==> config.mk <==
export PLATFORM = sky130hd
export DESIGN_NAME = cal_chirp_gen
export DESIGN_NICKNAME = d
export VERILOG_FILES = /design/src/rtl/cal_chirp_pkg.sv /design/src/rtl/cal_cordic.sv /design/src/rtl/cal_chirp_dp.sv /design/src/rtl/cal_chirp_ctrl.sv /design/src/rtl/cal_chirp_gen.sv
export SDC_FILE = /design/constraint.sdc
export NUM_CORES = 2
export LEC_CHECK = 0
export ABC_AREA = 1
export BUFFER_PORTS_ARGS = -buffer_cell sky130_fd_sc_hd__clkbuf_2
export CAP_MARGIN = 20
export CORE_MARGIN = 5
export CORE_UTILIZATION = 40
export CTS_CLUSTER_DIAMETER = 200
export CTS_CLUSTER_SIZE = 40
export DETAILED_ROUTE_END_ITERATION = 8
export PLACE_DENSITY = 0.63
export REMOVE_ABC_BUFFERS = 1
export SKIP_CTS_REPAIR_TIMING = 1
export SLEW_MARGIN = 20
export SYNTH_ARGS = -nofsm -noshare
export SYNTH_HDL_FRONTEND = slang
export SYNTH_SLANG_ARGS = --single-unit
==> constraint.sdc <==
create_clock -name clk -period 4.4 [get_ports clk]
set_input_delay 0.88 -clock clk [delete_from_list [all_inputs] [get_ports clk]]
set_output_delay 0.88 -clock clk [all_outputs]
set_load 0.05 [all_outputs]
==> src/rtl/cal_chirp_pkg.sv <==
package cal_chirp_pkg;

  localparam int ACC_W = 32;

  typedef struct packed {
    logic loadTune;  // latch tuning words, clear phases
    logic advance;   // launch a sample and step the phases
    logic restart;   // next step: halve tuning, zero phases
    logic dualSel;   // sum both tones at the output
  } ctrlStrobes_t;

endpackage

==> src/rtl/cal_cordic.sv <==
module cal_cordic
  import cal_chirp_pkg::*;
#(
  parameter int OUT_W = 16,
  parameter int ITER  = 16,
  parameter int AMP   = 32000
) (
  input  logic                    clk,
  input  logic                    rst_n,
  input  logic                    launch,
  input  logic [ACC_W-1:0]        phase,
  output logic signed [OUT_W-1:0] sine,
  output logic                    done
);

  localparam int DW    = OUT_W + 4;
  localparam int CNT_W = $clog2(ITER);
  localparam int X0    = (AMP * 19899) / 32768;  // gain-compensated start

  function automatic logic [ACC_W-1:0] atanTurn(input int idx);
    case (idx)
      0:  atanTurn = 32'd536870912;
      1:  atanTurn = 32'd316933406;
      2:  atanTurn = 32'd167458907;
      3:  atanTurn = 32'd85004756;
      4:  atanTurn = 32'd42667331;
      5:  atanTurn = 32'd21354465;
      6:  atanTurn = 32'd10679838;
      7:  atanTurn = 32'd5340245;
      8:  atanTurn = 32'd2670163;
      9:  atanTurn = 32'd1335087;
      10: atanTurn = 32'd667544;
      11: atanTurn = 32'd333772;
      12: atanTurn = 32'd166886;
      13: atanTurn = 32'd83443;
      14: atanTurn = 32'd41722;
      15: atanTurn = 32'd20861;
      default: atanTurn = 32'(683565276 >> idx);
    endcase
  endfunction

  logic signed [DW-1:0]    xReg, yReg, xShift, yShift;
  logic signed [ACC_W-1:0] zReg;
  logic [CNT_W-1:0]        iter;
  logic                    active, flip, flipIn;
  logic [ACC_W-1:0]        stepAngle;

  // fold the outer half-circle onto the inner one: sin(p + pi) = -sin(p)
  assign flipIn    = phase[ACC_W-1] ^ phase[ACC_W-2];
  assign xShift    = xReg >>> iter;
  assign yShift    = yReg >>> iter;
  assign stepAngle = atanTurn(int'(iter));

  always_ff @(posedge clk or negedge rst_n) begin
    if (!rst_n) begin
      xReg   <= '0;
      yReg   <= '0;
      zReg   <= '0;
      iter   <= '0;
      active <= 1'b0;
      flip   <= 1'b0;
      done   <= 1'b0;
    end else begin
      done <= 1'b0;
      if (launch) begin
        xReg   <= DW'(X0);
        yReg   <= '0;
        zReg   <= flipIn ? (phase ^ {1'b1, {(ACC_W-1){1'b0}}}) : phase;
        flip   <= flipIn;
        iter   <= '0;
        active <= 1'b1;
      end else if (active) begin
        if (!zReg[ACC_W-1]) begin
          xReg <= xReg - yShift;
          yReg <= yReg + xShift;
          zReg <= zReg - stepAngle;
        end else begin
          xReg <= xReg + yShift;
          yReg <= yReg - xShift;
          zReg <= zReg + stepAngle;
        end
        iter <= iter + 1'b1;
        if (iter == CNT_W'(ITER - 1)) begin
          active <= 1'b0;
          done   <= 1'b1;
        end
      end
    end
  end

  assign sine = OUT_W'(flip ? -yReg : yReg);

endmodule

==> src/rtl/cal_chirp_dp.sv <==
module cal_chirp_dp
  import cal_chirp_pkg::*;
#(
  parameter int OUT_W = 16,
  parameter int ITER  = 16,
  parameter int AMP   = 32000
) (
  input  logic                    clk,
  input  logic                    rst_n,
  input  ctrlStrobes_t            ctl,
  input  logic [ACC_W-1:0]        tuneA,
  input  logic [ACC_W-1:0]        tuneB,
  output logic                    wrapA,
  output logic signed [OUT_W-1:0] dacData,
  output logic                    sampleValid
);

  localparam int TONES = 2;

  logic [ACC_W-1:0]        tuneIn [TONES];
  logic signed [OUT_W-1:0] sine   [TONES];
  logic [TONES-1:0]        toneDone;
  logic [ACC_W:0]          sumA;
  logic [ACC_W-1:0]        phaseA;
  logic signed [OUT_W-1:0] mixed;

  assign tuneIn[0] = tuneA;
  assign tuneIn[1] = tuneB;

  for (genvar g = 0; g < TONES; g++) begin : g_tone
    logic [ACC_W-1:0] phase, tune;

    always_ff @(posedge clk or negedge rst_n) begin
      if (!rst_n) begin
        phase <= '0;
        tune  <= '0;
      end else if (ctl.loadTune) begin
        phase <= '0;
        tune  <= tuneIn[g];
      end else if (ctl.advance) begin
        if (ctl.restart) begin
          phase <= '0;
          tune  <= tune >> 1;
        end else begin
          phase <= phase + tune;
        end
      end
    end

    cal_cordic #(.OUT_W(OUT_W), .ITER(ITER), .AMP(AMP)) i_cordic (
      .clk   (clk),
      .rst_n (rst_n),
      .launch(ctl.advance),
      .phase (phase),
      .sine  (sine[g]),
      .done  (toneDone[g])
    );
  end

  assign phaseA = g_tone[0].phase;
  assign sumA   = {1'b0, phaseA} + {1'b0, g_tone[0].tune};
  assign wrapA  = sumA[ACC_W];

  assign mixed = ctl.dualSel ? ((sine[0] >>> 1) + (sine[1] >>> 1)) : sine[0];

  always_ff @(posedge clk or negedge rst_n) begin
    if (!rst_n) begin
      dacData     <= '0;
      sampleValid <= 1'b0;
    end else begin
      sampleValid <= &toneDone;
      if (&toneDone) dacData <= mixed;
    end
  end

endmodule

==> src/rtl/cal_chirp_ctrl.sv <==
module cal_chirp_ctrl
  import cal_chirp_pkg::*;
#(
  parameter int LOG_W  = 4,
  parameter int STEP_W = 4
) (
  input  logic              clk,
  input  logic              rst_n,
  input  logic              start,
  input  logic              sampleStrobe,
  input  logic              modeChirp,
  input  logic              modeDual,
  input  logic [LOG_W-1:0]  cyclesLog2,
  input  logic [STEP_W-1:0] lastStep,
  input  logic              wrapA,
  output ctrlStrobes_t      ctl,
  output logic              busy,
  output logic [STEP_W-1:0] stepIdx
);

  localparam int CNT_W = (1 << LOG_W);

  logic [CNT_W-1:0]  cycleCnt, cycleLimit;
  logic [LOG_W-1:0]  logSel;
  logic [STEP_W-1:0] lastSel;
  logic              chirpSel, dualSel;
  logic              advance, stepEnd, finalStep;

  assign cycleLimit = (CNT_W'(1) << logSel) - CNT_W'(1);
  assign advance    = sampleStrobe && busy && !start;
  assign stepEnd    = advance && chirpSel && wrapA && (cycleCnt == cycleLimit);
  assign finalStep  = stepEnd && (stepIdx == lastSel);

  assign ctl.loadTune = start;
  assign ctl.advance  = advance;
  assign ctl.restart  = stepEnd && !finalStep;
  assign ctl.dualSel  = dualSel;

  always_ff @(posedge clk or negedge rst_n) begin
    if (!rst_n) begin
      busy     <= 1'b0;
      stepIdx  <= '0;
      cycleCnt <= '0;
      logSel   <= '0;
      lastSel  <= '0;
      chirpSel <= 1'b0;
      dualSel  <= 1'b0;
    end else if (start) begin
      busy     <= 1'b1;
      stepIdx  <= '0;
      cycleCnt <= '0;
      logSel   <= cyclesLog2;
      lastSel  <= lastStep;
      chirpSel <= modeChirp;
      dualSel  <= modeDual;
    end else if (finalStep) begin
      busy <= 1'b0;
    end else if (stepEnd) begin
      stepIdx  <= stepIdx + 1'b1;
      cycleCnt <= '0;
    end else if (advance && chirpSel && wrapA) begin
      cycleCnt <= cycleCnt + 1'b1;
    end
  end

endmodule

==> src/rtl/cal_chirp_gen.sv <==
module cal_chirp_gen
  import cal_chirp_pkg::*;
#(
  parameter int OUT_W  = 16,
  parameter int ITER   = 16,
  parameter int AMP    = 32000,
  parameter int LOG_W  = 4,
  parameter int STEP_W = 4
) (
  input  logic              clk,
  input  logic              rst_n,
  input  logic              start,
  input  logic              sampleStrobe,
  input  logic              modeChirp,
  input  logic              modeDual,
  input  logic [LOG_W-1:0]  cyclesLog2,
  input  logic [STEP_W-1:0] lastStep,
  input  logic [31:0]       tuneA,
  input  logic [31:0]       tuneB,
  output logic [OUT_W-1:0]  dacData,
  output logic              sampleValid,
  output logic              busy,
  output logic [STEP_W-1:0] stepIdx
);

  ctrlStrobes_t ctl;
  logic         wrapA;

  cal_chirp_ctrl #(.LOG_W(LOG_W), .STEP_W(STEP_W)) i_ctrl (
    .clk         (clk),
    .rst_n       (rst_n),
    .start       (start),
    .sampleStrobe(sampleStrobe),
    .modeChirp   (modeChirp),
    .modeDual    (modeDual),
    .cyclesLog2  (cyclesLog2),
    .lastStep    (lastStep),
    .wrapA       (wrapA),
    .ctl         (ctl),
    .busy        (busy),
    .stepIdx     (stepIdx)
  );

  cal_chirp_dp #(.OUT_W(OUT_W), .ITER(ITER), .AMP(AMP)) i_dp (
    .clk        (clk),
    .rst_n      (rst_n),
    .ctl        (ctl),
    .tuneA      (tuneA),
    .tuneB      (tuneB),
    .wrapA      (wrapA),
    .dacData    (dacData),
    .sampleValid(sampleValid)
  );

endmodule

==> reports/results.txt <==
maximum clock rate -> 239 MHz
routed vias -> 34900
crit path max fanout -> 36
DR vias/cell -> 5.36
syn_area_per_cell -> 6.46 µm²
most frequent cells after synthesis -> nand2_1, nand3_1, inv_1
gr usage total -> 22.6%
Worst Tran Pin Value -> 956 ps
critical path's top delay family -> compound AO/OA/AOI/OAI gates
diode count -> 0
Worst path depth -> 22
CP cell instances -> buf_4, buf_12, ha_2, a21oi_2, a21oi_2, ha_1, nand2_1, nor2_1, nand3_1, nor3_2, or2_2, xor2_1, inv_1, ha_1, nand2_1, o21ai_0, a21boi_0, o311ai_0, buf_4, nand2_1, nand2_1, o211ai_1
Yosys top cell by area -> dfrtp_1
DRC -> 0
CTS root buf -> clkbuf_16
Clock transition at path regs -> 180 ps
Final Cycle Share -> 95.0%
Synth async-reset ratio -> 100%
synth top area cells -> dfrtp_1, nand2_1, ha_1
hold crit path type -> in -> async
Die Wd -> 301 µm
skew final -> 48.5 ps
share of layout cells above drive strength 1 -> 9.25%
Seq/Total Area, Yosys -> 24.6%
routed length per placed instance -> 16.4 µm
Top Ports -> 100
final setup vio count -> 0
Crit path arrival time -> 4630 ps
Nets -> 5722
CP startpoint kind -> flip-flop
Area growth syn-to-layout -> 11.3%
R2R cell count -> 22
Post-synth EDFFs -> 0
slowest CP cell -> dfrtp_1
Min Hold Slack -> 268 ps
Post-Syn Instances -> 5255
clock latency on the worst-skew pair -> 580 ps
Mapped Area -> 0.0340 mm²
Adder-Cell Fraction of Synth Area -> 10.0%
Slew HR -> 35.9%
WP buf/inv -> 4
most frequent cell after synthesis -> nand2_1
CP peak stage delay -> 420 ps
CTS tree -> built
Synth Area in Compound Gates -> 18.2%
total congestion overflow -> 0
Reg-to-Reg Start -> i_dp.g_tone[0].i_cordic.iter[0]
largest family of logic cells by synthesized area -> simple AND/OR/NAND/NOR gates
reg2reg setup slack -> 220 ps
starting density of the core -> 40.5%
initial drt markers -> 2994
Post-Synth Simple-Gate Area -> 31.6%
chip height -> 301 µm
drt pass-1 iters -> 5
max-slew violation count -> 0
Syn. warnings -> 0
Hold Vio Cnt, Final -> 0
Critical R2R Capture -> i_dp.g_tone[0].i_cordic.zReg[26]
Port Buffers -> 99
final WL -> 107000 µm
Critical Path End Type -> flip-flop
fillers -> 8912
Sink Count -> 334
Yosys cell types -> 60
most common flop cell mapped by yosys -> dfrtp_1
Final HPWL DP -> 82000 µm
Max Cap Viol -> 0
#FFs+latches synth -> 334
CTS Buf Count -> 12
fraction of synthesized area in multiplexers -> 0%
Tmin final -> 4180 ps
vias in the first global route -> 32600
top cell type's share of synthesized area -> 24.6%
initial antenna violation count -> 0
Worst EP required -> 4840 ps
antenna-violating nets left -> 0
RSZ-0062 raised after global routing -> true
Placer Congestion -> 0.929
Max clock buf depth -> 3
Cell Rows -> 106
largest net degree at the start of global routing -> 128
Post-Synth XOR/XNOR Area -> 7.37%
critical path type -> reg -> reg
DIE AREA -> 0.0909 mm²
core area -> 0.0840 mm²
most used cell along the critical path -> nand2_1
htree depth -> 1
global-route wire length before repair -> 172000 µm
outcome -> complete, no violations
-- how the worst max path moves through the flow --
stage                                         start                                to  slack [ps]
floorplan                              sampleStrobe  i_dp.g_tone[0].i_cordic.zReg[11]       -2330
global placement    i_dp.g_tone[1].i_cordic.iter[0]  i_dp.g_tone[1].i_cordic.zReg[29]          40
detailed placement  i_dp.g_tone[1].i_cordic.iter[0]  i_dp.g_tone[1].i_cordic.zReg[29]          20
CTS                 i_dp.g_tone[1].i_cordic.iter[0]  i_dp.g_tone[1].i_cordic.zReg[29]         -50
global route        i_dp.g_tone[1].i_cordic.iter[0]  i_dp.g_tone[1].i_cordic.zReg[25]        -110
finish              i_dp.g_tone[0].i_cordic.iter[0]  i_dp.g_tone[0].i_cordic.zReg[26]         220
-- layout make-up --
cell class	count	area, µm²	share of cell area [%]
Tap cell	1134	1420	3.75
Clock buffer	15	333	0.881
Multi-Input combinational cell	4227	23500	62.3
Sequential cell	334	8360	22.1
Inverter	511	1930	5.09
Clock inverter	2	35.0	0.0927
Timing Repair Buffer	292	2190	5.80
-- state kept, by name, summed over array words and instances, names as in the netlist --
signal                       cells
i_dp.g_tone.i_cordic.zReg       64
i_ctrl.dualSel                   1
i_ctrl.logSel                    4
i_dp.g_tone.i_cordic.yReg       40
i_ctrl.busy                      1
i_dp.g_tone.i_cordic.flip        2
i_dp.dacData                    16
i_dp.g_tone.i_cordic.xReg       40
i_ctrl.stepIdx                   4
i_ctrl.lastSel                   4
i_dp.g_tone.tune                64
i_ctrl.chirpSel                  1
i_ctrl.cycleCnt                 16
i_dp.g_tone.phase               64
i_dp.g_tone.i_cordic.done        2
i_dp.g_tone.i_cordic.iter        8
i_dp.sampleValid                 1
i_dp.g_tone.i_cordic.active      2
-- cell usage in the layout, fill, tap and decap left out, types with 10 or more instances in the layout --
cell and instances:
nand2_2 15, xor2_1 168, o21ai_1 58, a21o_1 33
o21ai_2 11, nor3_1 57, nor2_2 23, clkbuf_2 97
a21oi_1 333, or2_2 15, o21bai_1 18, clkbuf_16 16
inv_1 492, a31oi_1 18, nor2_1 329, buf_6 13
o22ai_1 35, nor4_1 13, nand3_1 526, nand3b_1 13
inv_2 11, nand2_1 1456, o21a_1 10, o211ai_1 40
a21boi_0 10, a21oi_2 30, xor2_2 13, nor2_4 11
o31ai_1 18, xnor2_1 100, buf_4 167, dfrtp_1 331
nand4_1 55, ha_1 244, o21ai_0 461
-- per-stage QoR --
step	utilization, %	TNS [ps]	worst slack, ps	cell area [µm²]	std cells
floorplan	-	-562090	-2330	33100	5072
global placement	43.5	0	43.4	36500	6481
detailed placement	43.5	0	21.1	36500	6481
CTS	43.9	-110	-47.9	36900	6498
global route	45.0	-538	-107	37800	6515
finish	45.0	0	218	37800	6515
-- cells by family (layout without fill, tap and decap cells) --
group | count (synthesis) | after routing
compound gates | 1122 | 1122
xor+xnor | 286 | 286
fa+ha+maj | 266 | 266
buf+inv | 694 | 820
flops | 334 | 334
simple gates | 2553 | 2553
-- metal layers --
metal  track usage, %  wire, µm  up-vias
met5                0         0        -
met4             3.67      1710        0
met3             1.69      5160      102
met2             36.1     46800      944
met1             34.1     53100    16100
li1                 -         -    17800
Power is not shown: default switching activity piles up to over one toggle a cycle in this logic, so the estimate is an artifact.
